--- src/rtl/sclk_pkg.sv ---
package sclk_pkg;

    // tick source chosen per group
    typedef enum logic [1:0] {
        SRC_GEN0    = 2'd0,
        SRC_GEN1    = 2'd1,
        SRC_EXT     = 2'd2,
        SRC_EXT_ALT = 2'd3
    } src_sel_e;

    // source repeated on the chained clock-out tick
    typedef enum logic [1:0] {
        CKO_EXT     = 2'd0,
        CKO_GEN0    = 2'd1,
        CKO_GEN1    = 2'd2,
        CKO_EXT_ALT = 2'd3
    } cko_sel_e;

endpackage

--- src/rtl/sclk_prescale.sv ---
module sclk_prescale #(
    parameter int PRE_SMALL = 32,
    parameter int PRE_LARGE = 64
) (
    input  logic clk,
    input  logic rst_n,
    input  logic src_tick,
    input  logic sync,
    input  logic os_x32,
    output logic pre_tick
);
    localparam int PRE_W = $clog2(PRE_LARGE);
    localparam logic [PRE_W-1:0] LAST_S = PRE_W'(PRE_SMALL - 1);
    localparam logic [PRE_W-1:0] LAST_L = PRE_W'(PRE_LARGE - 1);

    typedef struct packed {
        logic [PRE_W-1:0] cnt;
    } pre_state_t;

    pre_state_t st_d, st_q;
    logic [PRE_W-1:0] last;
    logic at_last;

    always_comb begin
        last     = os_x32 ? LAST_L : LAST_S;
        at_last  = (st_q.cnt >= last);
        pre_tick = src_tick && !sync && at_last;
        st_d     = st_q;
        if (sync) begin
            st_d.cnt = '0;
        end else if (src_tick) begin
            st_d.cnt = at_last ? '0 : st_q.cnt + 1'b1;
        end
    end

    always_ff @(posedge clk) begin
        if (!rst_n) st_q <= '0;
        else        st_q <= st_d;
    end

    // a sync leaves the prescaler at its start phase
    p_sync_clears_pre_r7: assert property (@(posedge clk) disable iff (!rst_n)
        sync |=> (st_q.cnt == '0));

endmodule

--- src/rtl/sclk_chan_div.sv ---
module sclk_chan_div #(
    parameter int RATIO_W   = 5,
    parameter int MAX_RATIO = 20
) (
    input  logic               clk,
    input  logic               rst_n,
    input  logic               sync,
    input  logic               pre_tick,
    input  logic [RATIO_W-1:0] ratio_cfg,
    output logic               strobe
);
    typedef struct packed {
        logic [RATIO_W-1:0] ratio_act;
        logic [RATIO_W-1:0] cnt;
        logic               strobe;
    } div_state_t;

    div_state_t st_d, st_q;

    function automatic logic [RATIO_W-1:0] clamp_ratio(input logic [RATIO_W-1:0] r);
        if (r == '0)                          return RATIO_W'(1);
        else if (r > RATIO_W'(MAX_RATIO))     return RATIO_W'(MAX_RATIO);
        else                                  return r;
    endfunction

    always_comb begin
        st_d        = st_q;
        st_d.strobe = 1'b0;
        if (sync) begin
            st_d.ratio_act = clamp_ratio(ratio_cfg);
            st_d.cnt       = '0;
        end else if (pre_tick) begin
            st_d.strobe = (st_q.cnt == '0);
            st_d.cnt    = (st_q.cnt >= st_q.ratio_act - RATIO_W'(1)) ? '0 : st_q.cnt + 1'b1;
        end
    end

    always_ff @(posedge clk) begin
        if (!rst_n) begin
            st_q.ratio_act <= RATIO_W'(1);
            st_q.cnt       <= '0;
            st_q.strobe    <= 1'b0;
        end else begin
            st_q <= st_d;
        end
    end

    assign strobe = st_q.strobe;

    // the ratio in use stays within 1..MAX_RATIO
    p_ratio_legal_r5: assert property (@(posedge clk) disable iff (!rst_n)
        (st_q.ratio_act != '0) && (st_q.ratio_act <= RATIO_W'(MAX_RATIO)));

    // the phase counter stays below the ratio in use
    p_cnt_bound_r4: assert property (@(posedge clk) disable iff (!rst_n)
        st_q.cnt < st_q.ratio_act);

    // the ratio in use changes only at a sync
    p_ratio_hold_r6: assert property (@(posedge clk) disable iff (!rst_n)
        !sync |=> $stable(st_q.ratio_act));

    // no strobe in the cycle after a sync
    p_sync_quiet_r7: assert property (@(posedge clk) disable iff (!rst_n)
        sync |=> !strobe);

    // a strobe needs a prescaler output in the cycle before
    p_strobe_from_pre_r3: assert property (@(posedge clk) disable iff (!rst_n)
        (strobe && $past(rst_n)) |-> $past(pre_tick));

endmodule

--- src/rtl/sclk_settle.sv ---
module sclk_settle #(
    parameter int SETTLE_W = 16
) (
    input  logic                clk,
    input  logic                rst_n,
    input  logic                cfg_change,
    input  logic [SETTLE_W-1:0] len,
    input  logic                irq_en,
    output logic                irq
);
    typedef struct packed {
        logic [SETTLE_W-1:0] cnt;
        logic                irq;
    } settle_state_t;

    settle_state_t st_d, st_q;

    always_comb begin
        st_d     = st_q;
        st_d.irq = 1'b0;
        if (cfg_change) begin
            st_d.cnt = (len == '0) ? SETTLE_W'(1) : len;
        end else if (st_q.cnt != '0) begin
            st_d.cnt = st_q.cnt - 1'b1;
            st_d.irq = (st_q.cnt == SETTLE_W'(1)) && irq_en;
        end
    end

    always_ff @(posedge clk) begin
        if (!rst_n) st_q <= '0;
        else        st_q <= st_d;
    end

    assign irq = st_q.irq;

    // a pulse only follows a count of one
    p_settle_expiry_r9: assert property (@(posedge clk) disable iff (!rst_n)
        (irq && $past(rst_n)) |-> ($past(st_q.cnt) == SETTLE_W'(1)));

    // a pulse needs the enable in the cycle before
    p_settle_gate_r10: assert property (@(posedge clk) disable iff (!rst_n)
        (irq && $past(rst_n)) |-> $past(irq_en));

endmodule

--- src/rtl/sclk_divider_top.sv ---
module sclk_divider_top
    import sclk_pkg::*;
#(
    parameter int NUM_GRP    = 2,
    parameter int CH_PER_GRP = 3,
    parameter int RATIO_W    = 5,
    parameter int MAX_RATIO  = 20,
    parameter int PRE_SMALL  = 32,
    parameter int PRE_LARGE  = 64,
    parameter int SETTLE_W   = 16
) (
    input  logic                                   clk,
    input  logic                                   rst_n,
    input  logic [1:0]                             gen_tick,
    input  logic                                   ext_tick,
    input  logic                                   ext_sync,
    input  logic                                   os_x32,
    input  logic [2*NUM_GRP-1:0]                   grp_src_sel,
    input  logic [RATIO_W*NUM_GRP*CH_PER_GRP-1:0]  chan_ratio,
    input  logic [NUM_GRP-1:0]                     sw_sync,
    input  logic [NUM_GRP-1:0]                     ext_sync_en,
    input  logic [1:0]                             clkout_sel,
    input  logic [SETTLE_W-1:0]                    settle_len,
    input  logic                                   settle_irq_en,
    output logic [NUM_GRP*CH_PER_GRP-1:0]          sample_strobe,
    output logic                                   clk_out_tick,
    output logic                                   settle_irq
);
    localparam int NUM_CH = NUM_GRP * CH_PER_GRP;
    localparam int SRC_W  = 2;

    typedef struct packed {
        logic [SRC_W*NUM_GRP-1:0]  src_prev;
        logic [RATIO_W*NUM_CH-1:0] ratio_prev;
        logic                      os_prev;
        logic                      clk_out;
    } top_state_t;

    top_state_t st_d, st_q;
    logic [NUM_GRP-1:0] grp_tick;
    logic [NUM_GRP-1:0] grp_sync;
    logic [NUM_GRP-1:0] pre_tick;
    logic               cfg_change;

    // per-group source choice and sync event
    always_comb begin
        for (int g = 0; g < NUM_GRP; g++) begin
            case (src_sel_e'(grp_src_sel[SRC_W*g +: SRC_W]))
                SRC_GEN0: grp_tick[g] = gen_tick[0];
                SRC_GEN1: grp_tick[g] = gen_tick[1];
                default:  grp_tick[g] = ext_tick;
            endcase
            grp_sync[g] = sw_sync[g] | (ext_sync & ext_sync_en[g]);
        end
    end

    always_comb begin
        st_d            = st_q;
        st_d.src_prev   = grp_src_sel;
        st_d.ratio_prev = chan_ratio;
        st_d.os_prev    = os_x32;
        cfg_change      = (grp_src_sel != st_q.src_prev) ||
                          (chan_ratio  != st_q.ratio_prev) ||
                          (os_x32      != st_q.os_prev);
        case (cko_sel_e'(clkout_sel))
            CKO_GEN0: st_d.clk_out = gen_tick[0];
            CKO_GEN1: st_d.clk_out = gen_tick[1];
            default:  st_d.clk_out = ext_tick;
        endcase
    end

    always_ff @(posedge clk) begin
        if (!rst_n) st_q <= '0;
        else        st_q <= st_d;
    end

    assign clk_out_tick = st_q.clk_out;

    for (genvar g = 0; g < NUM_GRP; g++) begin : g_grp
        sclk_prescale #(
            .PRE_SMALL (PRE_SMALL),
            .PRE_LARGE (PRE_LARGE)
        ) u_pre (
            .clk      (clk),
            .rst_n    (rst_n),
            .src_tick (grp_tick[g]),
            .sync     (grp_sync[g]),
            .os_x32   (os_x32),
            .pre_tick (pre_tick[g])
        );

        for (genvar c = 0; c < CH_PER_GRP; c++) begin : g_ch
            localparam int CH = g * CH_PER_GRP + c;
            sclk_chan_div #(
                .RATIO_W   (RATIO_W),
                .MAX_RATIO (MAX_RATIO)
            ) u_div (
                .clk       (clk),
                .rst_n     (rst_n),
                .sync      (grp_sync[g]),
                .pre_tick  (pre_tick[g]),
                .ratio_cfg (chan_ratio[RATIO_W*CH +: RATIO_W]),
                .strobe    (sample_strobe[CH])
            );
        end

        // a group strobes only after a tick of its chosen source
        p_strobe_needs_src_r2: assert property (@(posedge clk) disable iff (!rst_n)
            ((|sample_strobe[g*CH_PER_GRP +: CH_PER_GRP]) && $past(rst_n)) |-> $past(grp_tick[g]));
    end

    sclk_settle #(
        .SETTLE_W (SETTLE_W)
    ) u_settle (
        .clk        (clk),
        .rst_n      (rst_n),
        .cfg_change (cfg_change),
        .len        (settle_len),
        .irq_en     (settle_irq_en),
        .irq        (settle_irq)
    );

    // clock-out repeats generator 0 one cycle later when chosen
    p_clkout_gen0_r8: assert property (@(posedge clk) disable iff (!rst_n)
        ($past(rst_n) && ($past(clkout_sel) == 2'd1)) |-> (clk_out_tick == $past(gen_tick[0])));

endmodule

--- config.mk ---
export PLATFORM = sky130hd
export DESIGN_NAME = sclk_divider_top
export DESIGN_NICKNAME = d
export VERILOG_FILES = /design/src/rtl/sclk_pkg.sv /design/src/rtl/sclk_prescale.sv /design/src/rtl/sclk_chan_div.sv /design/src/rtl/sclk_settle.sv /design/src/rtl/sclk_divider_top.sv
export SDC_FILE = /design/constraint.sdc
export NUM_CORES = 1
export LEC_CHECK = 0
export ABC_AREA = 1
export CORE_ASPECT_RATIO = 0.5
export CORE_MARGIN = 2
export CORE_UTILIZATION = 40
export DETAILED_ROUTE_END_ITERATION = 8
export SLEW_MARGIN = 25
export SYNTH_ARGS = -nofsm -noshare
export SYNTH_HDL_FRONTEND = slang
export SYNTH_SLANG_ARGS = --single-unit
--- constraint.sdc ---
create_clock -name clk -period 2.5 [get_ports clk]
set_input_delay 0.5 -clock clk [delete_from_list [all_inputs] [get_ports clk]]
set_output_delay 0.5 -clock clk [all_outputs]
set_load 0.005 [all_outputs]
# Word level (Yosys, flattened, before mapping)
# Index checks and enable logic that the tools add are counted.
# totals
wordCells	129
register_bits	131
output_inout_bits	8
inputBits	64
# op_classes
eq_ne	8
n_reduce_logical	31
bitwise_logic	8
order_cmp	14
n_mux	27
addsub	15
# ops
cell	count
$mux 5	18
$logic_not 5->1	12
$mux 16	2
$add 5x1->5 const B	6
$ge 5x5->1	6
$gt 5x5->1 const B	6
$ne 30x30->1	1
$sub 5x1->5 const B	6
$mux 6	3
$mux 17	1
$eq 16x1->1 const B	1
$logic_not 16->1	1
$reduce_bool 16->1	1
$sub 16x1->16 const B	1
$add 6x1->6 const B	2
$ge 6x6->1	2
$reduce_or 3->1	3
$eq 2x1->1 const B	3
$pmux 1 s2	3
$logic_and 1x1->1	5
$logic_not 2->1	2
$ne 4x4->1	1
$not 1->1	4
$reduce_or 2->1	2
7 further kinds	11

# Depth between registers and ports, before layout
# Gate-level depths: netlist (run 1).
# logic_depth
depth_word	7
depth_mapped	13
mapped_depth_nobuf	13

# By module
# A second synthesis (run 1) with hierarchy kept.
# hier_totals
hier_cells	1041
area_unflattened_um2	7567.3
# by_module_without_submodules
mod	seq_area_each_um2	instances	cells_per_inst	area_per_inst_um2
sclk_chan_div	220.2	6	88	669.4
sclk_divider_top	720.7	1	233	1646.6
sclk_settle	340.3	1	186	1188.6
sclk_prescale	120.1	2	47	357.8

# Least setup slack after synthesis (run 1)
# OpenSTA, ideal clock, no wires.
# synth_timing
path_kind	register to register
from	reg g_grp[0].g_ch[1].u_div.st_q[6] (netlist name)
to	reg g_grp[0].g_ch[1].u_div.st_q[3] (netlist name)
t_arrival_ns	1.816
setup_slack_ns	0.555
path_buffers	0
setup_time_ns	0.129
path_stages_with_launch	12
t_required_ns	2.371
synth_period_minus_slack_ns	1.945
path_cell_list	dfxtp_1 inv_1 ha_1 nand3_1 xor2_1 inv_1 ha_1 nand4_1 o221ai_1 nor2_1 o21ai_0 nor2_1
# synth_between
elab_chain_cells	3
# synth_lines
item	line_no	rtl
start, declared	sclk_chan_div.sv:18	div_state_t st_d, st_q;
start signal, assigned	sclk_chan_div.sv:44	st_q <= st_d;
$sub 5x1->5	sclk_chan_div.sv:34	st_d.cnt = (st_q.cnt >= st_q.ratio_act - RATIO_W'(1)) ? '0 : st_q.cnt + 1'b1;
$ge 5x5->1	sclk_chan_div.sv:34	
$mux 5	sclk_chan_div.sv:34	
# Every way passes these cells.
# A chain may end at the register's enable or synchronous reset.

# Worst setup path in the final report (run 1)
# Same ends and word-level chain as after synthesis.

==> results of run 1 <==
[metal layers]
layer  vias to the layer above  track usage, %  routed length (um)  part of all wire, %
met1                      3097            24.0                8930                   51
met3                         9            4.60                 480                  2.7
met5                         -               0                   0                    0
met2                        62            31.4                7970                   46
met4                         0            4.13                 135                 0.77
li1                       3663               -                   -                    -
[kinds of logic after synthesis]
| group | share of synthesized area, % |
|---|---|
| simple gates | 27.1 |
| buf+inv | 12.9 |
| flops | 34.6 |
| compound gates | 9.95 |
| fa+ha+maj | 9.41 |
| xor+xnor | 6.01 |
[power breakdown]
part	switching, mW	internal [mW]	leakage [nW]
Clock	0.967	1.55	0.273
Sequential	0.0448	2.17	1.08
Combinational	0.457	0.351	3.06
Total	1.47	4.08	4.40
[registers in the layout (all words and copies together), names as in the netlist]
signal,cells
g_grp.u_pre.st_q,12
u_settle.irq,1
g_grp.g_ch.u_div.st_q,60
u_settle.st_q,16
g_grp.g_ch.u_div.strobe,6
st_q,35
clk_out_tick,1
[final cells by class]
type                    instances  area, um^2
fillers                      1888        9230
multi-input cells             734        3980
flip-flops and latches        131        2620
repair buffers                 94         896
inverters                     224         841
clock buffers                  17         425
well taps                     259         324
clock inverters                14         164
[path summary, 6_finish.rpt]
kind / depth (start not counted) / slack [ns] / startpoint / endpoint
worst max-delay path: 11 / 0.26 / g_grp[0].g_ch[1].u_div.st_q[6]$_SDFFE_PN1P_ / g_grp[0].g_ch[1].u_div.st_q[3]$_SDFFE_PP0P_
worst min-delay path: 2 / 0.46 / g_grp[1].u_pre.st_q[2]$_SDFFE_PP0N_ / g_grp[1].u_pre.st_q[2]$_SDFFE_PP0N_
worst max register to register: 11 / 0.26 / g_grp[0].g_ch[1].u_div.st_q[6]$_SDFFE_PN1P_ / g_grp[0].g_ch[1].u_div.st_q[3]$_SDFFE_PP0P_
worst min register to register: 2 / 0.46 / g_grp[1].u_pre.st_q[2]$_SDFFE_PP0N_ / g_grp[1].u_pre.st_q[2]$_SDFFE_PP0N_
[worst max-delay path: stages (launching register included)]
cell and delay, ns:
sky130_fd_sc_hd__dfxtp_1 0.34, sky130_fd_sc_hd__inv_1 0.08, sky130_fd_sc_hd__ha_1 0.22, sky130_fd_sc_hd__nand3_1 0.10, sky130_fd_sc_hd__xor2_1 0.14, sky130_fd_sc_hd__inv_1 0.06
sky130_fd_sc_hd__ha_1 0.32, sky130_fd_sc_hd__nand4_1 0.10, sky130_fd_sc_hd__o221ai_1 0.15, sky130_fd_sc_hd__nor2_1 0.08, sky130_fd_sc_hd__o21ai_0 0.41, sky130_fd_sc_hd__nor2_1 0.10
[cells in the final DEF (no fill, tap or decap), types with 28 or more instances in the layout]
master                            synthesis  layout
sky130_fd_sc_hd__xor2_1                  35      35
sky130_fd_sc_hd__dfxtp_1                131     131
sky130_fd_sc_hd__ha_1                    57      57
sky130_fd_sc_hd__inv_1                  215     215
sky130_fd_sc_hd__nand4_1                 28      28
sky130_fd_sc_hd__nand2_1                300     300
sky130_fd_sc_hd__clkdlybuf4s50_1          0      71
sky130_fd_sc_hd__a21oi_1                 55      55
sky130_fd_sc_hd__nor2_1                  94      94
sky130_fd_sc_hd__nand3_1                 44      44
[metrics by stage]
stage,cell area (um^2),setup slack (ns),utilization (%),cells,TNS [ns]
after floorplan,7580,0.555,-,1112,0
after global placement,8660,0.0268,46.9,1442,0
after detailed placement,8660,-0.00543,46.9,1442,-0.00543
after CTS,9250,0.312,50.1,1473,0
after global routing,9250,0.110,50.1,1473,0
final,9250,0.265,50.1,1473,0
==> results.ini, run 1 <==
[worst_setup_path]
cp_data_required_time_ns = 2.79
peak_fanout_along_the_critical_path = 4
timing.critical_path.to_type = register
crit_path_start_kind = register
cp.arrival_ns = 2.52
timing_worst_setup_path_type = register to register

[global_route]
grt_usage_pct = 18.5
grt_pass1_wl_mm = 29.8
via_count_of_the_first_global_routing_pass = 6511
grt_antenna_before_repair = 0
maximum_number_of_pins_on_one_net_before_global_route_repair = 40
gr-total-overflow = 0

[pwr]
leakage_nw = 4.40
totalPowerFinal_mw = 5.55
power.density_mw_per_mm2 = 599
vdd_ir_drop_max_uv = 461

[detailed_routing]
viasPerCell = 4.64
finalWirelength_mm = 17.5
route.detailed.drc = 0
drt_pre_antenna_iters = 4
detailroute.via_count = 6831
wl_per_cell_um = 11.9
initialDrtViolationCount = 326
drtAntennaViolNets = 0

[cts]
cts.hold.buffers_added = 0
root_buffer = sky130_fd_sc_hd__clkbuf_16
numCtsBuffers = 17
cts_buffer_depth = 2
clock_latency_ns = 0.42
cts_sinks = 131
path_clk_slew_ns = 0.06
total_setup_buffers_inserted_after_cts = 0
htreeDepth = 4
clock_tree_from_tritoncts = done
cts-resized-gates = 0

[synthesis]
synthesis.area_mm2 = 0.00758
ffs_w_async_s_r_synth_pct = 0
synth-main-ff-cell = sky130_fd_sc_hd__dfxtp_1
synth_warn = 0
synth_top_area_share_pct = 34.6
synth_top_cells_by_area = sky130_fd_sc_hd__dfxtp_1, sky130_fd_sc_hd__nand2_1, sky130_fd_sc_hd__inv_1
synth_enable_flop_cells = 0
post-synth-top-count-cell = sky130_fd_sc_hd__nand2_1
synth_cells = 1112
synth_cell_type_count = 40
netlist_top_cells_count = sky130_fd_sc_hd__nand2_1, sky130_fd_sc_hd__inv_1, sky130_fd_sc_hd__dfxtp_1
synth_largest_area_cell = sky130_fd_sc_hd__dfxtp_1
syn-mean-instance-area_um2 = 6.82
synth-seq-cells = 131
ys_seq_area_share_pct = 34.6
synthesized_nets = 1233

[timing]
worstMarginPinSlew_ns = 0.528
fin_skew_ns = 0.00540
hold_viol = 0
holdWs_ns = 0.460
report.final.setup_viol = 0
timing_max_transition_violations_final = 0
maxClockFrequency_ghz = 0.447
period_share_pct = 89.4
rsz0062_at_grt = no
slew_headroom_pct = 64.7
period_needed_ns = 2.24

[floorplanning]
core_region_area_mm2 = 0.0185
floorplan.die_area_mm2 = 0.0201
num_io_pins = 72
start_util_pct = 41.0
chipWidth_um = 199
number_of_cell_rows = 35
die_height_um = 101

[cells_and_area]
flow.area_growth_from_synthesis_pct = 22.1
fraction_of_layout_instances_using_a_drive_strength_above_1_pct = 6.01
design.final.nets = 1323
n_antenna_cell = 0

[worst_hold_path]
worst_hold_path_class = register to register

[outcome]
status = finished clean

[placed_design]
portBuffers = 71
gp_congestion = 0.792
detailedPlacementHpwl_mm = 13.3

[run]
max_cap_viol_count = 0

Note: power is estimated with default switching activity, not from simulation.
==> run 2: changes to the inputs <==
clock period = 2.4 ns   (was 2.5 ns; I/O delays follow)
==> results.ini, run 2 (same netlist as run 1, synthesis figures left out) <==
[detailed_routing]
drt_pre_antenna_iters = 5  ; +1
viasPerCell = 4.64  ; +0.11%
drtAntennaViolNets = 0  ; unchanged
detailroute.via_count = 6913  ; +1.2%
finalWirelength_mm = 17.7  ; +0.76%
route.detailed.drc = 0  ; unchanged
wl_per_cell_um = 11.9  ; -0.32%
initialDrtViolationCount = 349  ; +7.1%

[global_route]
met3_usage_pct = 4.10  ; -0.50 points
maximum_number_of_pins_on_one_net_before_global_route_repair = 40  ; unchanged
grt_met1_use_pct = 24.8  ; +0.79 points
grt_antenna_before_repair = 0  ; unchanged
gr-total-overflow = 0  ; unchanged
via_count_of_the_first_global_routing_pass = 6515  ; +0.061%
globalRouteMet2Util_pct = 31.3  ; -0.11 points
grt_pass1_wl_mm = 30.3  ; +1.8%
grt_most_used_layer = met2
grt_usage_pct = 18.8  ; +0.32 points

[pwr]
vdd_ir_drop_max_uv = 447  ; -3.0%
leakage_nw = 4.52  ; +2.6%
power.density_mw_per_mm2 = 644  ; +7.5%

[worst_setup_path]
timing_worst_setup_path_type = register to register
crit_buf_inv = 3  ; +1
destination_of_the_worst_register_to_register_timing_path = g_grp[0].g_ch[1].u_div.st_q[3]$_SDFFE_PP0P_
crit_path_start_kind = register
critical_path.reg2reg.startpoint = g_grp[0].g_ch[1].u_div.st_q[6]$_SDFFE_PN1P_
cpPeakStageDelay_ns = 0.33  ; -0.08 ns
worst_r2r_path_depth = 12  ; +1
peak_fanout_along_the_critical_path = 4  ; unchanged
cp_data_required_time_ns = 2.72  ; -0.07 ns
timing.critical_path.to_type = register
r2r_setup_slack_ns = 0.25  ; -0.02 ns
crit_path_top_delay_cell = sky130_fd_sc_hd__dfxtp_1
crit_path_cell_trace = inv_1, ha_1, nand3_1, xor2_1, inv_1, ha_4, nand2_1, o221ai_1, nor2_1, o21ai_1, buf_4, nor2_1
cpLargestDelayFamily = adder cells
cp.arrival_ns = 2.47  ; -0.05 ns

[cts]
cts.hold.buffers_added = 0  ; unchanged
numCtsBuffers = 17  ; unchanged
root_buffer = sky130_fd_sc_hd__clkbuf_16
path_clk_slew_ns = 0.06  ; about the same
clock_tree_from_tritoncts = done
htreeDepth = 4  ; unchanged
clock_latency_ns = 0.42  ; about the same
cts_buffer_depth = 2  ; unchanged
cts_sinks = 131  ; unchanged

[timing]
holdWs_ns = 0.461  ; +0.000937 ns
fin_skew_ns = 0.00771  ; +0.00230 ns
rsz0062_at_grt = no
period_share_pct = 89.7  ; +0.24 points
period_needed_ns = 2.15  ; -0.0837 ns
hold_viol = 0  ; unchanged
maxClockFrequency_ghz = 0.465  ; +3.9%
worstMarginPinSlew_ns = 0.477  ; -0.0514 ns
timing.setup.tns_ns = 0  ; unchanged
timing_max_transition_violations_final = 0  ; unchanged
post-route-worst-setup-slack_ns = 0.248  ; -0.0163 ns
slew_headroom_pct = 68.1  ; +3.4 points
report.final.setup_viol = 0  ; unchanged

[cells_and_area]
reg_top3 = g_grp.g_ch.u_div.st_q: 60 flops, st_q: 35 flops, u_settle.st_q: 16 flops
largest_register_ffs = 60  ; unchanged
n_antenna_cell = 0  ; unchanged
fraction_of_layout_instances_using_a_drive_strength_above_1_pct = 7.40  ; +1.4 points
layout_commonest_cell = sky130_fd_sc_hd__nand2_1
flow.area_growth_from_synthesis_pct = 24.7
design.final.nets = 1338  ; +1.1%
fillCellCount = 1811  ; -4.1%
top_register = g_grp.g_ch.u_div.st_q
layout_common_cells = sky130_fd_sc_hd__nand2_1, sky130_fd_sc_hd__inv_1, sky130_fd_sc_hd__dfxtp_1
postLayoutCoreUtil_pct = 51.2  ; +1.1 points

[floorplanning]
die_height_um = 101  ; unchanged
chipWidth_um = 199  ; unchanged
number_of_cell_rows = 35  ; unchanged
floorplan.die_area_mm2 = 0.0201  ; unchanged
num_io_pins = 72  ; unchanged
start_util_pct = 41.0  ; unchanged
core_region_area_mm2 = 0.0185  ; unchanged

[placed_design]
portBuffers = 71  ; unchanged
gp_congestion = 0.827  ; +4.4%
detailedPlacementHpwl_mm = 13.4  ; +0.32%
dpl_worst_slack_ns = -0.0627  ; -0.0572 ns

[worst_hold_path]
min_to = g_grp[1].u_pre.st_q[2]$_SDFFE_PP0N_
worst_hold_path_class = register to register
min_path_cells = 2  ; unchanged
startpoint_of_the_most_critical_hold_path = g_grp[1].u_pre.st_q[2]$_SDFFE_PP0N_

[outcome]
status = finished clean

[run]
max_cap_viol_count = 0  ; unchanged

==> run 2: cell count changes in the layout (fill, tap and decap cells not counted), sizes merged <==
cell      previous run  this run
buf                 23        38
clkinvlp             6         2
inv                222       221
clkinv               7         9
clkbuf              17        19
bufinv               3         5
==> run 2: per-layer routing <==
layer | share of wire (%) | wire length [um]
met4 | 1.1 | 187
met3 | 3.9 | 684
met5 | 0 | 0
met2 | 45 | 7910
met1 | 50 | 8870
==> run 2: how the worst max path moves through the flow <==
stage / from / endpoint / slack [ns] / depth (start not counted)
after floorplan: g_grp[0].g_ch[1].u_div.st_q[6]$_SDFFE_PN1P_ / g_grp[0].g_ch[1].u_div.st_q[3]$_SDFFE_PP0P_ / 0.45 / 11
after global placement: os_x32 / g_grp[0].g_ch[2].u_div.st_q[4]$_SDFFE_PP0P_ / -0.04 / 10
after detailed placement: os_x32 / g_grp[0].g_ch[1].u_div.st_q[5]$_SDFFE_PP0P_ / -0.06 / 10
after CTS: g_grp[0].g_ch[1].u_div.st_q[6]$_SDFFE_PN1P_ / g_grp[0].g_ch[1].u_div.st_q[1]$_SDFFE_PP0P_ / 0.13 / 12
after global routing: g_grp[0].g_ch[1].u_div.st_q[6]$_SDFFE_PN1P_ / g_grp[0].g_ch[1].u_div.st_q[3]$_SDFFE_PP0P_ / 0.07 / 12
final: g_grp[0].g_ch[1].u_div.st_q[6]$_SDFFE_PN1P_ / g_grp[0].g_ch[1].u_div.st_q[3]$_SDFFE_PP0P_ / 0.25 / 12
==> run 2: per-stage QoR <==
stage,power (mW),instance area [um^2],std cells
after floorplan,2.88,7580,1112
after global routing,6.38,9450,1489
final,6.09,9450,1489
after global placement,3.18,8770,1456
after detailed placement,3.20,8770,1456
after CTS,6.12,9430,1488
==> run 2: power by group <==
| group | leakage, nW | total, mW | switching [mW] | internal, mW |
|---|---|---|---|---|
| clock network | 0.319 | 2.91 | 1.01 | 1.90 |
| registers | 1.08 | 2.31 | 0.0465 | 2.26 |
| logic | 3.13 | 0.868 | 0.485 | 0.383 |
| total | 4.52 | 6.09 | 1.55 | 4.54 |
==> run 2: worst reg2reg max path: stages, from the launching register on <==
cell and delay [ns]:
sky130_fd_sc_hd__dfxtp_1 0.33, sky130_fd_sc_hd__inv_1 0.08, sky130_fd_sc_hd__ha_1 0.24, sky130_fd_sc_hd__nand3_1 0.10
sky130_fd_sc_hd__xor2_1 0.17, sky130_fd_sc_hd__inv_1 0.10, sky130_fd_sc_hd__ha_4 0.30, sky130_fd_sc_hd__nand2_1 0.07
sky130_fd_sc_hd__o221ai_1 0.22, sky130_fd_sc_hd__nor2_1 0.10, sky130_fd_sc_hd__o21ai_1 0.16, sky130_fd_sc_hd__buf_4 0.15
sky130_fd_sc_hd__nor2_1 0.04
==> run 2: timing repair <==
| action | CTS | global route |
|---|---|---|
| gates resized for setup | 0 | 3 |
| endpoints found under the setup margin | 0 | 3 |
| setup buffers | 0 | 1 |
==> run 2: layout make-up <==
| class | instances | area, um^2 | share of cell area [%] |
|---|---|---|---|
| multi-input combinational | 734 | 4000 | 42.3 |
| timing repair buffer | 109 | 1010 | 10.7 |
| clock buffer | 19 | 453 | 4.79 |
| tap | 259 | 324 | 3.43 |
| inverter | 224 | 841 | 8.89 |
| sequential | 131 | 2620 | 27.7 |
| clock inverter | 13 | 206 | 2.18 |
